`src/rtl/mdio_pkg.sv`:
```
package mdio_pkg;

    localparam int FRAME_BITS = 64;
    localparam int PRE_BITS   = 32;
    localparam int IDX_W      = $clog2(FRAME_BITS);
    localparam int TA1_IDX    = 46;
    localparam int TA2_IDX    = 47;
    localparam int DATA_IDX   = 48;

    typedef enum logic [1:0] {
        CSR_CTRL  = 2'd0,
        CSR_WDATA = 2'd1,
        CSR_CMD   = 2'd2,
        CSR_RDATA = 2'd3
    } csr_sel_e;

    // read-type operation per clause
    function automatic logic op_is_read(input logic ext, input logic [1:0] op);
        return ext ? op[1] : op[0];
    endfunction

    // full 64-bit line image: preamble, start, opcode, phy, reg/dev, turnaround, data
    function automatic logic [FRAME_BITS-1:0] build_frame(
        input logic        ext,
        input logic [1:0]  op,
        input logic [4:0]  phy,
        input logic [4:0]  dev,
        input logic [15:0] txd
    );
        logic [1:0]  st;
        logic [1:0]  line_op;
        logic [1:0]  ta;
        logic [15:0] dat;
        logic        rd;
        rd      = op_is_read(ext, op);
        st      = ext ? 2'b00 : 2'b01;
        line_op = ext ? op : {op[0], ~op[0]};
        ta      = rd ? 2'b11 : 2'b10;
        dat     = rd ? 16'hFFFF : txd;
        return {{PRE_BITS{1'b1}}, st, line_op, phy, dev, ta, dat};
    endfunction

endpackage

```
`src/rtl/mdio_clkdiv.sv`:
```
module mdio_clkdiv #(
    parameter int DIV_W = 8
) (
    input  logic             clk,
    input  logic             rst_n,
    input  logic             run,
    input  logic [DIV_W-1:0] div,
    output logic             mdc,
    output logic             rise,
    output logic             fall
);

    typedef struct packed {
        logic [DIV_W-1:0] cnt;
        logic             mdc;
    } div_st_t;

    div_st_t q, d;
    logic    tick;

    always_comb begin
        d    = q;
        tick = run && (q.cnt >= div);
        if (!run) begin
            d.cnt = '0;
            d.mdc = 1'b0;
        end else if (tick) begin
            d.cnt = '0;
            d.mdc = ~q.mdc;
        end else begin
            d.cnt = q.cnt + 1'b1;
        end
    end

    always_ff @(posedge clk) begin
        if (!rst_n) q <= '0;
        else        q <= d;
    end

    assign mdc  = q.mdc;
    assign rise = tick && !q.mdc;
    assign fall = tick &&  q.mdc;

endmodule

```
`src/rtl/mdio_frame_eng.sv`:
```
module mdio_frame_eng
    import mdio_pkg::*;
(
    input  logic                  clk,
    input  logic                  rst_n,
    input  logic                  start,
    input  logic                  start_rd,
    input  logic [FRAME_BITS-1:0] start_frame,
    input  logic [IDX_W-1:0]      start_idx,
    input  logic                  rise,
    input  logic                  fall,
    input  logic                  mdio_in,
    output logic                  busy,
    output logic                  is_rd,
    output logic                  mdio_o,
    output logic                  mdio_oe,
    output logic [15:0]           rd_data,
    output logic                  rd_valid
);

    localparam logic [IDX_W-1:0] LAST_IDX = IDX_W'(FRAME_BITS - 1);

    typedef struct packed {
        logic                  busy;
        logic                  rd;
        logic [FRAME_BITS-1:0] frame;
        logic [IDX_W-1:0]      idx;
        logic                  ta_ok;
        logic [15:0]           shreg;
        logic [15:0]           rdata;
        logic                  valid;
    } eng_st_t;

    eng_st_t q, d;

    always_comb begin
        d = q;
        if (start) begin
            d.busy  = 1'b1;
            d.rd    = start_rd;
            d.frame = start_frame;
            d.idx   = start_idx;
            d.ta_ok = 1'b0;
            if (start_rd) d.valid = 1'b0;
        end else if (q.busy) begin
            if (rise && q.rd) begin
                if (q.idx == IDX_W'(TA2_IDX)) d.ta_ok = !mdio_in;
                if (q.idx >= IDX_W'(DATA_IDX)) d.shreg = {q.shreg[14:0], mdio_in};
            end
            if (fall) begin
                if (q.idx == LAST_IDX) begin
                    d.busy = 1'b0;
                    if (q.rd) begin
                        d.rdata = q.shreg;
                        d.valid = q.ta_ok;
                    end
                end else begin
                    d.idx = q.idx + 1'b1;
                end
            end
        end
    end

    always_ff @(posedge clk) begin
        if (!rst_n) q <= '0;
        else        q <= d;
    end

    assign busy     = q.busy;
    assign is_rd    = q.rd;
    assign mdio_o   = q.busy ? q.frame[LAST_IDX - q.idx] : 1'b1;
    assign mdio_oe  = q.busy && !(q.rd && (q.idx >= IDX_W'(TA1_IDX)));
    assign rd_data  = q.rdata;
    assign rd_valid = q.valid;

    // a launch only ever reaches an idle engine
    a_r9_start_when_idle: assert property (@(posedge clk) disable iff (!rst_n)
        start |-> !q.busy);

    // a frame ends on a falling MDC edge
    a_r6_ends_on_mdc_fall: assert property (@(posedge clk) disable iff (!rst_n)
        $fell(q.busy) |-> $past(fall));

    // valid rises only as a read frame completes
    a_r7_valid_at_read_end: assert property (@(posedge clk) disable iff (!rst_n)
        $rose(q.valid) |-> ($fell(q.busy) && q.rd));

endmodule

```
`src/rtl/mdio_mgmt_master.sv`:
```
module mdio_mgmt_master
    import mdio_pkg::*;
#(
    parameter int DIV_W   = 8,
    parameter int RST_DIV = 4,
    parameter int CSR_DW  = 32
) (
    input  logic              clk,
    input  logic              rst_n,
    input  logic [1:0]        csr_addr,
    input  logic              csr_we,
    input  logic [CSR_DW-1:0] csr_wdata,
    output logic [CSR_DW-1:0] csr_rdata,
    output logic              mdc,
    output logic              mdio_o,
    output logic              mdio_oe,
    input  logic              mdio_i
);

    localparam int DIV_LSB   = 8;
    localparam int PEND_BIT  = CSR_DW - 1;
    localparam int VALID_BIT = CSR_DW - 2;

    typedef struct packed {
        logic             ext;
        logic             pre_en;
        logic [DIV_W-1:0] div;
        logic [15:0]      txd;
    } cfg_st_t;

    cfg_st_t q, d;

    logic                  eng_busy, eng_rd, eng_valid;
    logic [15:0]           eng_rdata;
    logic                  mdc_rise, mdc_fall;
    logic                  launch;
    logic [1:0]            cmd_op;
    logic [FRAME_BITS-1:0] cmd_frame;
    logic [IDX_W-1:0]      cmd_idx;
    logic                  csr_unused;

    assign cmd_op     = csr_wdata[1:0];
    assign launch     = csr_we && (csr_sel_e'(csr_addr) == CSR_CMD) && !eng_busy;
    assign cmd_frame  = build_frame(q.ext, cmd_op, csr_wdata[12:8], csr_wdata[20:16], q.txd);
    assign cmd_idx    = q.pre_en ? IDX_W'(0) : IDX_W'(PRE_BITS);
    assign csr_unused = ^{csr_wdata[CSR_DW-1:21], csr_wdata[7:2]};

    always_comb begin
        d = q;
        if (csr_we) begin
            case (csr_sel_e'(csr_addr))
                CSR_CTRL: begin
                    d.ext    = csr_wdata[0];
                    d.pre_en = csr_wdata[1];
                    d.div    = csr_wdata[DIV_LSB +: DIV_W];
                end
                CSR_WDATA: d.txd = csr_wdata[15:0];
                default: ;
            endcase
        end
    end

    always_ff @(posedge clk) begin
        if (!rst_n) begin
            q.ext    <= 1'b0;
            q.pre_en <= 1'b1;
            q.div    <= DIV_W'(RST_DIV);
            q.txd    <= '0;
        end else begin
            q <= d;
        end
    end

    always_comb begin
        csr_rdata = '0;
        case (csr_sel_e'(csr_addr))
            CSR_CTRL: begin
                csr_rdata[0]                 = q.ext;
                csr_rdata[1]                 = q.pre_en;
                csr_rdata[DIV_LSB +: DIV_W]  = q.div;
            end
            CSR_WDATA: begin
                csr_rdata[15:0]     = q.txd;
                csr_rdata[PEND_BIT] = eng_busy && !eng_rd;
            end
            CSR_RDATA: begin
                csr_rdata[15:0]      = eng_rdata;
                csr_rdata[VALID_BIT] = eng_valid;
                csr_rdata[PEND_BIT]  = eng_busy && eng_rd;
            end
            default: ;
        endcase
    end

    mdio_clkdiv #(.DIV_W(DIV_W)) i_clkdiv (
        .clk  (clk),
        .rst_n(rst_n),
        .run  (eng_busy),
        .div  (q.div),
        .mdc  (mdc),
        .rise (mdc_rise),
        .fall (mdc_fall)
    );

    mdio_frame_eng i_eng (
        .clk        (clk),
        .rst_n      (rst_n),
        .start      (launch),
        .start_rd   (op_is_read(q.ext, cmd_op)),
        .start_frame(cmd_frame),
        .start_idx  (cmd_idx),
        .rise       (mdc_rise),
        .fall       (mdc_fall),
        .mdio_in    (mdio_i),
        .busy       (eng_busy),
        .is_rd      (eng_rd),
        .mdio_o     (mdio_o),
        .mdio_oe    (mdio_oe),
        .rd_data    (eng_rdata),
        .rd_valid   (eng_valid)
    );

    // the clock rests low between frames
    a_r2_mdc_idle_low: assert property (@(posedge clk) disable iff (!rst_n)
        !eng_busy |-> !mdc);

    // within a frame the line value moves only after an MDC fall
    a_r10_change_on_fall: assert property (@(posedge clk) disable iff (!rst_n)
        (eng_busy && $past(eng_busy) && !$past(mdc_fall)) |-> $stable(mdio_o));

endmodule

```
`config.mk`:
```
export PLATFORM = sky130hd
export DESIGN_NAME = mdio_mgmt_master
export DESIGN_NICKNAME = d
export VERILOG_FILES = /design/src/rtl/mdio_pkg.sv /design/src/rtl/mdio_clkdiv.sv /design/src/rtl/mdio_frame_eng.sv /design/src/rtl/mdio_mgmt_master.sv
export SDC_FILE = /design/constraint.sdc
export NUM_CORES = 1
export LEC_CHECK = 0
export ABC_AREA = 1
export BUFFER_PORTS_ARGS = -buffer_cell sky130_fd_sc_hd__buf_2
export CORE_MARGIN = 2
export CORE_UTILIZATION = 25
export CTS_BUF_LIST = sky130_fd_sc_hd__clkbuf_8
export CTS_CLUSTER_SIZE = 10
export DETAILED_ROUTE_END_ITERATION = 7
export PLACE_DENSITY = 0.43
export SYNTH_ARGS = -nofsm -noshare
export SYNTH_HDL_FRONTEND = slang
export SYNTH_HIERARCHICAL = 1
export SYNTH_SLANG_ARGS = --single-unit
```
`constraint.sdc`:
```
create_clock -name clk -period 2.1 [get_ports clk]
set_clock_uncertainty 0.05 [all_clocks]
set_input_delay 0.105 -clock clk [delete_from_list [all_inputs] [get_ports clk]]
set_output_delay 0.105 -clock clk [all_outputs]
set_load 0.01 [all_outputs]
```
## Word-level counts from Yosys, hierarchy flattened

Cells that the tools add are included.

- Register bits after elaboration: 110
- Bits in latches: 0
- Memory bits (writable): 0
- Memory bits (read-only): 0
- Bits of input ports: 38
- Output and inout port bits: 35
- Logic and storage cells: 93
- Memories: 0

- Add/subtract/negate cells: 3
- $mul: 0
- Div/mod/pow operators: 0
- Order comparisons: 4
- Equality and inequality tests: 7
- Shift-type cells: 0
- Muxes and demuxes: 30
- Bitwise operators: 5
- Reduce and logical (&&, ||, !) cells: 30

Operators by type and width:

| cell | count |
|---|---|
| 17-bit two-way mux | 4 |
| 40-bit two-way mux | 1 |
| 16-bit two-way mux | 2 |
| 8-bit case mux with 3 select lines | 1 |
| 6-bit two-way mux | 3 |
| 1-bit two-way mux | 13 |
| 6-bit == test, second input constant | 2 |
| 6-bit >= comparator, second input constant | 2 |
| 6-bit case mux with 2 select lines | 1 |
| 1-bit logical AND | 10 |
| 5-bit AND reduction | 2 |
| 8-bit by 1-bit adder with 8-bit output, second input constant | 1 |
| 8-bit >= comparator | 1 |
| 2-bit nonzero test | 4 |
| 6-bit by 7-bit less-than comparator with 1-bit output, second input constant | 1 |
| 7-bit two-way mux | 1 |
| 6-bit by 1-bit adder with 6-bit output, second input constant | 1 |
| 1-bit binary-select mux with 6-bit select | 1 |
| 2-bit case mux with 3 select lines | 1 |
| 2-bit AND reduction | 3 |
| 3-bit AND reduction | 2 |
| 6-bit subtractor, first input constant | 1 |
| 1-bit zero test | 5 |
| 1-bit NOT | 5 |
| 10 further kinds | 11 |

## Longest topological paths before layout

Gate-level depths: netlist of the first run.

- Word-level depth: 7
- Depth in mapped cells: 18
- Mapped depth without buffers: 17

## Modules after synthesis

The synthesis of the first run kept the hierarchy.

By module, submodules not included:

| module | instances | cells an instance | area each (µm²) | seq. area each (µm²) |
|---|---|---|---|---|
| mdio_frame_eng | 1 | 683 | 4730.8 | 2122.0 |
| mdio_mgmt_master | 1 | 262 | 1672.9 | 520.5 |
| mdio_clkdiv | 1 | 79 | 644.4 | 180.2 |

## Worst setup path after synthesis of the first run

No wires, ideal clock.

- Path kind: register -> register
- Start: register q[23] (netlist name)
- End: register i_eng.q, in the netlist i_eng/rd_data[10]
- Library setup time: 0.113 ns
- Arrival time: 1.902 ns
- Required time: 1.937 ns
- Path slack: 0.035 ns
- Stages on the path, launching flop included: 15
- Buffers on the path: 1
- Period minus slack after synthesis: 2.065 ns
- Cell sequence: dfxtp_1 inv_1 ha_1 nand2_1 a21oi_1 nor2_4 nand3_2 nand2_4 nor2_4 nand3_1 nor2_2 nand2_4 buf_6 o21ai_1 nor2_1

RTL lines:

| what | RTL line | source |
|---|---|---|
| to (signal assigned) | mdio_frame_eng.sv:65 | `if (!rst_n) q <= '0;` |
| to (signal assigned) | mdio_frame_eng.sv:66 | `else q <= d;` |
| to (decl) | mdio_frame_eng.sv:34 | `eng_st_t q, d;` |

==> results.py, run 1 <==
metrics = {
    "worst_setup_path": {
        "cp-startpoint": "q[23]",
        "slowest_delay_ps": 340,
        "reg2reg_slack_ps": -90,
        "path_cells": "inv_2 -> ha_4 -> nand2_4 -> nor2_4 -> nand4_1 -> nand3_2 -> nand2_4 -> nor2_4 -> nand3_2 -> nor2_4 -> buf_12 -> nand2_8 -> o21ai_2 -> nor2_2",
        "timing.rr.start": "q[23]",
        "crit_arrival_ps": 2490,
        "cp-end-kind": "register",
        "crit_path_max_fanout": 6,
        "cpMostUsedCell": "nor2_4",
        "critical_path_required_ps": 2400,
        "startpoint_type": "register",
        "critPathKind": "register to register",
        "crit_path_top_delay_cell": "dfxtp_2",
    },
    "final_layout": {
        "final_area_um2": 8960,
        "layout_common_cells": "210 x nor2_1, 170 x nand2_1, 129 x dfxtp_1",
        "nFillCells": 3094,
        "fin_cells": 1530,
        "final_common_cell": "nor2_1",
        "nets": 1187,
        "areaGrowthSynthToFinish_pct": 27.2,
        "antenna_cells": 0,
        "drive_above_1_share": 0.221,
    },
    "timing": {
        "rsz0062_at_grt": "yes",
        "fin_crit_sh": 1.04,
        "max_slew_margin": 0.579,
        "fmax_mhz": 457,
        "worstMarginPinSlew_ps": 629,
        "hold_viol": 0,
        "finalWorstSetupSlack_ps": -87.8,
        "finalCriticalPeriod_ps": 2190,
        "finalSetupViolCount": 19,
        "slew_violations": 0,
    },
    "clocking": {
        "cts-root-buf": "clkbuf_8",
        "h-tree-depth": 4,
        "clkSinkCount": 141,
        "ctsLongestPathBuffers": 2,
        "insertion_delay_ps": 450,
        "cts_made_buffers": 17,
        "clkTransAtPathRegs_ps": 90,
        "cts_tree": "yes",
    },
    "floorplan": {
        "core_um2": 27800,
        "floorplan.initialDensity": 0.254,
        "ios": 73,
        "die_h_um": 172,
        "fp-row-count": 61,
        "die_x_um": 172,
        "die-area_um2": 29600,
    },
    "outcome": {
        "violations": "setup timing",
        "run_status": "finished with violations",
    },
    "detailed_routing": {
        "drc": 0,
        "dr.pass1.iters": 4,
        "antenna_left": 0,
        "vias": 6342,
        "wl_um": 20300,
        "drtIter0Drc": 286,
        "vias_per_cell": 4.15,
        "drt-wirelength-per-cell_um": 13.2,
    },
    "placement": {
        "numPortBuffers": 47,
        "dpl_cell_area_um2": 7780,
        "dp_cells": 1458,
        "gp_congestion": 0.749,
        "hpwl_um": 13200,
    },
    "pwr": {
        "vdd_drop_max_uv": 362,
        "p_leak_uw": 0.00396,
        "power_density_nw_per_um2": 653,
    },
    "logic_synthesis": {
        "netlist_area_um2": 7050,
        "syn_avg_cell_area_um2": 6.88,
        "synth-seq-cells": 141,
        "yosysWarnings": 6,
        "synth_cell_types": 39,
        "ys_seq_area_frac": 0.400,
        "synth_cells": 1024,
    },
    "global_route": {
        "grt_max_degree": 79,
        "gr-total-overflow": 0,
        "grt_pass1_wl_um": 32900,
        "grt_usage": 0.143,
        "antenna_found_initial": 0,
        "grt_pass1_vias": 6063,
    },
    "worst_hold_path": {
        "hold_path.class": "input port to register",
        "min-delay-start": "csr_we",
    },
    "flow_run": {
        "maxCapViolations": 0,
    },
}
-- repair_timing --
action	4_1_cts	5_1_grt
gates cloned	3	3
hold endpoints to repair	47	0
hold buffers	23	0
endpoints found under the setup margin	37	42
setup buffers	10	3
gates resized for setup	48	60
pin swaps	7	29
-- worst max-delay path: cells and delay by family (launching register included) --
| kind | cells | cell delay [ps] |
|---|---|---|
| AOI/OAI and AO/OA | 1 | 180 |
| DFF | 1 | 340 |
| and+or+nand+nor | 10 | 1070 |
| buffers and inverters | 2 | 180 |
| adders and majority gates | 1 | 260 |
-- cells in the mapped netlist (all sizes together) --
cell | n | area share
a21oi | 52 | 0.037
nand2 | 186 | 0.11
o31ai | 1 | 0.0011
a22oi | 1 | 0.0011
conb | 2 | 0.0011
clkbuf | 20 | 0.011
and3 | 1 | 0.00089
nand3 | 48 | 0.039
o21ai | 123 | 0.087
nor3 | 2 | 0.0030
nor2 | 248 | 0.14
nand3b | 1 | 0.0011
mux2i | 1 | 0.0014
buf | 66 | 0.068
dfxtp | 141 | 0.40
a31oi | 2 | 0.0018
nand4 | 3 | 0.0027
inv | 96 | 0.052
ha | 10 | 0.018
o211ai | 12 | 0.017
a21o | 1 | 0.0011
xor2 | 2 | 0.0025
xnor2 | 5 | 0.0062
-- stage by stage --
stage               hold slack [ps]  setup WS, ps  utilization  power [uW]  TNS, ps
finish                          141         -87.8        0.323        5850    -1070
global route                    135          -214        0.323        6190    -5810
CTS                             101         -33.3        0.313        5930     -397
detailed placement              284          -177        0.280        3520    -4190
global placement                276          -134        0.280        3520    -3760
floorplan                       190          34.7            -        3330        0
-- power by group --
group | internal [uW] | switching, uW | leakage, uW
Clock | 1160 | 1150 | 0.000195
Combinational | 279 | 449 | 0.00261
Sequential | 2770 | 49.1 | 0.00115
-- logic make-up (layout without fill, tap and decap cells) --
kind of cell / count (synthesis) / in the layout / share of synthesized area
adders and majority gates: 10 / 10 / 0.0178
other: 2 / 53 / 0.00107
xor gates and xnor gates: 7 / 7 / 0.00870
DFF: 141 / 141 / 0.400
buffers and inverters: 182 / 257 / 0.131
and+or+nand+nor: 489 / 491 / 0.294
AOI/OAI and AO/OA: 192 / 192 / 0.146
muxes: 1 / 1 / 0.00142
-- sequential cells by signal, indices dropped and copies added (netlist names) --
signal and flops:
i_eng/q 87, q 26, i_eng/rd_data 16, i_eng/busy 1, i_clkdiv/mdc 1, i_eng/is_rd 1, i_clkdiv/q 8, i_eng/rd_valid 1
-- metal layers --
layer	track usage	up-vias	part of all wire
li1	-	3379	-
met1	0.199	2892	0.51
met2	0.226	63	0.46
met3	0.0238	8	0.021
met4	0.0417	0	0.0074
met5	0	-	0
-- area by class of cell --
class | count | area [um2] | share of cell area
Sequential cell | 141 | 2840 | 0.317
Timing Repair inverter | 1 | 16.3 | 0.00181
Multi-Input combinational cell | 754 | 3780 | 0.422
Tap cell | 378 | 473 | 0.0528
Inverter | 96 | 393 | 0.0438
Timing Repair Buffer | 128 | 1050 | 0.117
Clock inverter | 12 | 136 | 0.0152
Clock buffer | 20 | 275 | 0.0307
-- path summary, 6_finish.rpt --
| check | end | cells after the start |
|---|---|---|
| hold reg to reg | i_eng/q[97] | 2 |
| hold / removal | q[18] | 4 |
| setup reg to reg | i_eng/rd_data[5] | 14 |
| setup / recovery | i_eng/rd_data[5] | 14 |
Power figures use the tool's default switching activity.
==> inputs of run 2 (changes only) <==
- CELL_PAD_IN_SITES_DETAIL_PLACEMENT: default -> 0
- CELL_PAD_IN_SITES_GLOBAL_PLACEMENT: default -> 1
- PLACE_DENSITY: 0.43 -> 0.55
==> run 2 against run 1 <==
  * The run still ends with setup timing left
  * First-iteration DRC count is 23% higher
  * Sequential cell count stayed put
  * Critical path depth is 1 higher
  * Register-to-register slack better by 50 ps
  * Die area stayed put
  * Fmax is 2.2% higher
  * Final cell count is 0.33% higher
  * Power is 2.1% lower
  * Combinational power is 7.7% higher
  * Wire length is 2.6% higher
  * Critical endpoint unchanged
  * Largest cell class unchanged
  * Largest power group unchanged
  * Highest routed layer unchanged
==> results.py, run 2 (same netlist as run 1, synthesis figures left out) <==
metrics = {
    "outcome": {
        "run_status": "finished with violations",
        "violations": "setup timing",
    },
    "timing": {
        "hold_viol": 0,
        "finalWorstSetupSlack_ps": -41.7,
        "fmax_mhz": 467,
        "rsz0062_at_grt": "yes",
        "worstMarginPinSlew_ps": 775,
        "slew_violations": 0,
        "max_slew_margin": 0.482,
        "fin_crit_sh": 1.02,
        "finalCriticalPeriod_ps": 2140,
        "finalSetupViolCount": 17,
        "whs_ps": 41.3,
    },
    "pwr": {
        "seq_power_share": 0.493,
        "p_comb_frac": 0.137,
        "power_density_nw_per_um2": 627,
        "p_switching_uw": 1680,
        "p_sw_frac": 0.293,
        "p_int_uw": 4050,
        "p_clk_frac": 0.370,
        "vdd_drop_max_uv": 268,
        "p_leak_uw": 0.00399,
        "total_power_uw": 5730,
    },
    "final_layout": {
        "areaGrowthSynthToFinish_pct": 29.6,
        "top_register": "i_eng/q",
        "antenna_cells": 0,
        "drive_above_1_share": 0.242,
        "final_common_cell": "nor2_1",
        "nets": 1193,
        "layout_common_cells": "212 x nor2_1, 169 x nand2_1, 130 x dfxtp_1",
        "largest_register_ff_count": 87,
    },
    "worst_setup_path": {
        "startpoint_type": "register",
        "reg2reg_to": "i_eng/rd_data[5]",
        "crit_path_max_fanout": 8,
        "timing.rr.start": "q[20]",
        "reg2reg_slack_ps": -40,
        "reg2regPathDepth": 15,
        "cp-end-kind": "register",
        "critical_path_required_ps": 2450,
        "critPathKind": "register to register",
        "crit_arrival_ps": 2490,
    },
    "detailed_routing": {
        "drt-wirelength-per-cell_um": 13.5,
        "antenna_left": 0,
        "drc": 0,
        "vias": 6417,
        "wl_um": 20800,
        "dr.pass1.iters": 5,
        "vias_per_cell": 4.18,
        "drtIter0Drc": 351,
    },
    "clocking": {
        "h-tree-depth": 4,
        "clkTransAtPathRegs_ps": 90,
        "cts_made_buffers": 17,
        "cts_tree": "yes",
        "clkSinkCount": 141,
        "insertion_delay_ps": 460,
        "cts-root-buf": "clkbuf_8",
        "ctsLongestPathBuffers": 2,
    },
    "floorplan": {
        "floorplan.initialDensity": 0.254,
        "fp-row-count": 61,
        "ios": 73,
        "die_x_um": 172,
        "die-area_um2": 29600,
        "core_um2": 27800,
        "die_h_um": 172,
    },
    "worst_hold_path": {
        "whs_path_depth": 3,
        "min-delay-start": "rst_n",
        "hold_path.class": "input port to register",
        "min_to": "q[7]",
    },
    "global_route": {
        "grt_pass1_vias": 6225,
        "antenna_found_initial": 0,
        "grt_max_degree": 54,
        "gr-total-overflow": 0,
        "grt_usage": 0.149,
        "grt_pass1_wl_um": 34100,
    },
    "flow_run": {
        "maxCapViolations": 0,
    },
    "placement": {
        "hpwl_um": 13400,
        "numPortBuffers": 47,
        "gp_congestion": 0.738,
    },
}
-- run 2: cell types whose count changed in the layout (fill, tap and decap cells not counted), moves of 5 or more --
| cell | before | now |
|---|---|---|
| o21ai_0 | 105 | 81 |
| inv_1 | 84 | 79 |
| nand3_2 | 6 | 12 |
| o21ai_1 | 7 | 22 |
| o21ai_2 | 11 | 20 |
| nor2_2 | 30 | 23 |
| nand3_1 | 40 | 35 |
| nor2_4 | 8 | 13 |
| buf_6 | 3 | 8 |
-- run 2: worst max path at each step --
stage                  start                 to  slack (ps)  cells after the start
6_report               q[20]   i_eng/rd_data[5]         -40                     15
5_1_grt                q[21]   i_eng/rd_data[8]        -180                     15
4_1_cts        i_clkdiv/q[5]  i_eng/rd_data[15]         -40                     13
3_5_place_dp           q[23]        i_eng/q[24]        -200                     15
3_3_place_gp           q[23]        i_eng/q[17]        -160                     15
2_1_floorplan          q[23]  i_eng/rd_data[10]          30                     14
-- run 2: cell type report --
cell class	instances	area [um2]
fillers	3095	18600
multi-input cells	754	3860
flip-flops and latches	141	2840
repair buffers	134	1180
well taps	378	473
inverters	96	395
clock buffers	18	248
clock inverters	13	116
repair inverters	1	16.3
-- run 2: critical path, cell delays in order (launching register included) --
cell and delay (ps):
dfxtp_2 340, inv_2 40, ha_4 260, nand2_4 50, nor2_4 100, nand4_1 140, nand3_2 130, nand2_4 70
nor2_4 130, nand3_2 120, nor2_4 130, buf_12 150, nand2_8 100, clkinv_8 130, nor2_1 50, nor2_1 70
-- run 2: what timing repair did --
action / in CTS / in global routing
hold buffers: 22 / 0
setup endpoints to repair: 36 / 42
cloned: 7 / 1
endpoints found under the hold margin: 37 / 0
resized for setup: 92 / 70
pin swaps: 33 / 22
setup buffers: 19 / 2
-- run 2: stage by stage --
step                setup WS (ps)  area (um2)  utilization  instances  TNS [ps]
floorplan                    34.7        7240            -       1075         0
global placement             -157        7760        0.279       1455     -3970
detailed placement           -196        7760        0.279       1455     -4890
CTS                         -36.7        8950        0.322       1534      -271
global route                 -183        9130        0.329       1535     -4370
finish                      -41.7        9130        0.329       1535      -447
-- run 2: metal layers --
layer	vias to the layer above	wire, um	global-route usage
met5	-	0	0
met4	0	317	0.0420
met3	22	484	0.0233
met2	94	9810	0.245
met1	2902	10200	0.201
li1	3399	-	-
-- run 2: power by group through the flow --
stage	clock network, uW	logic [uW]	registers, uW
finish	2120	783	2820
global route	2320	890	2840
CTS	2190	770	2820
detailed placement	0	646	2880
global placement	0	647	2880
floorplan	0	463	2870
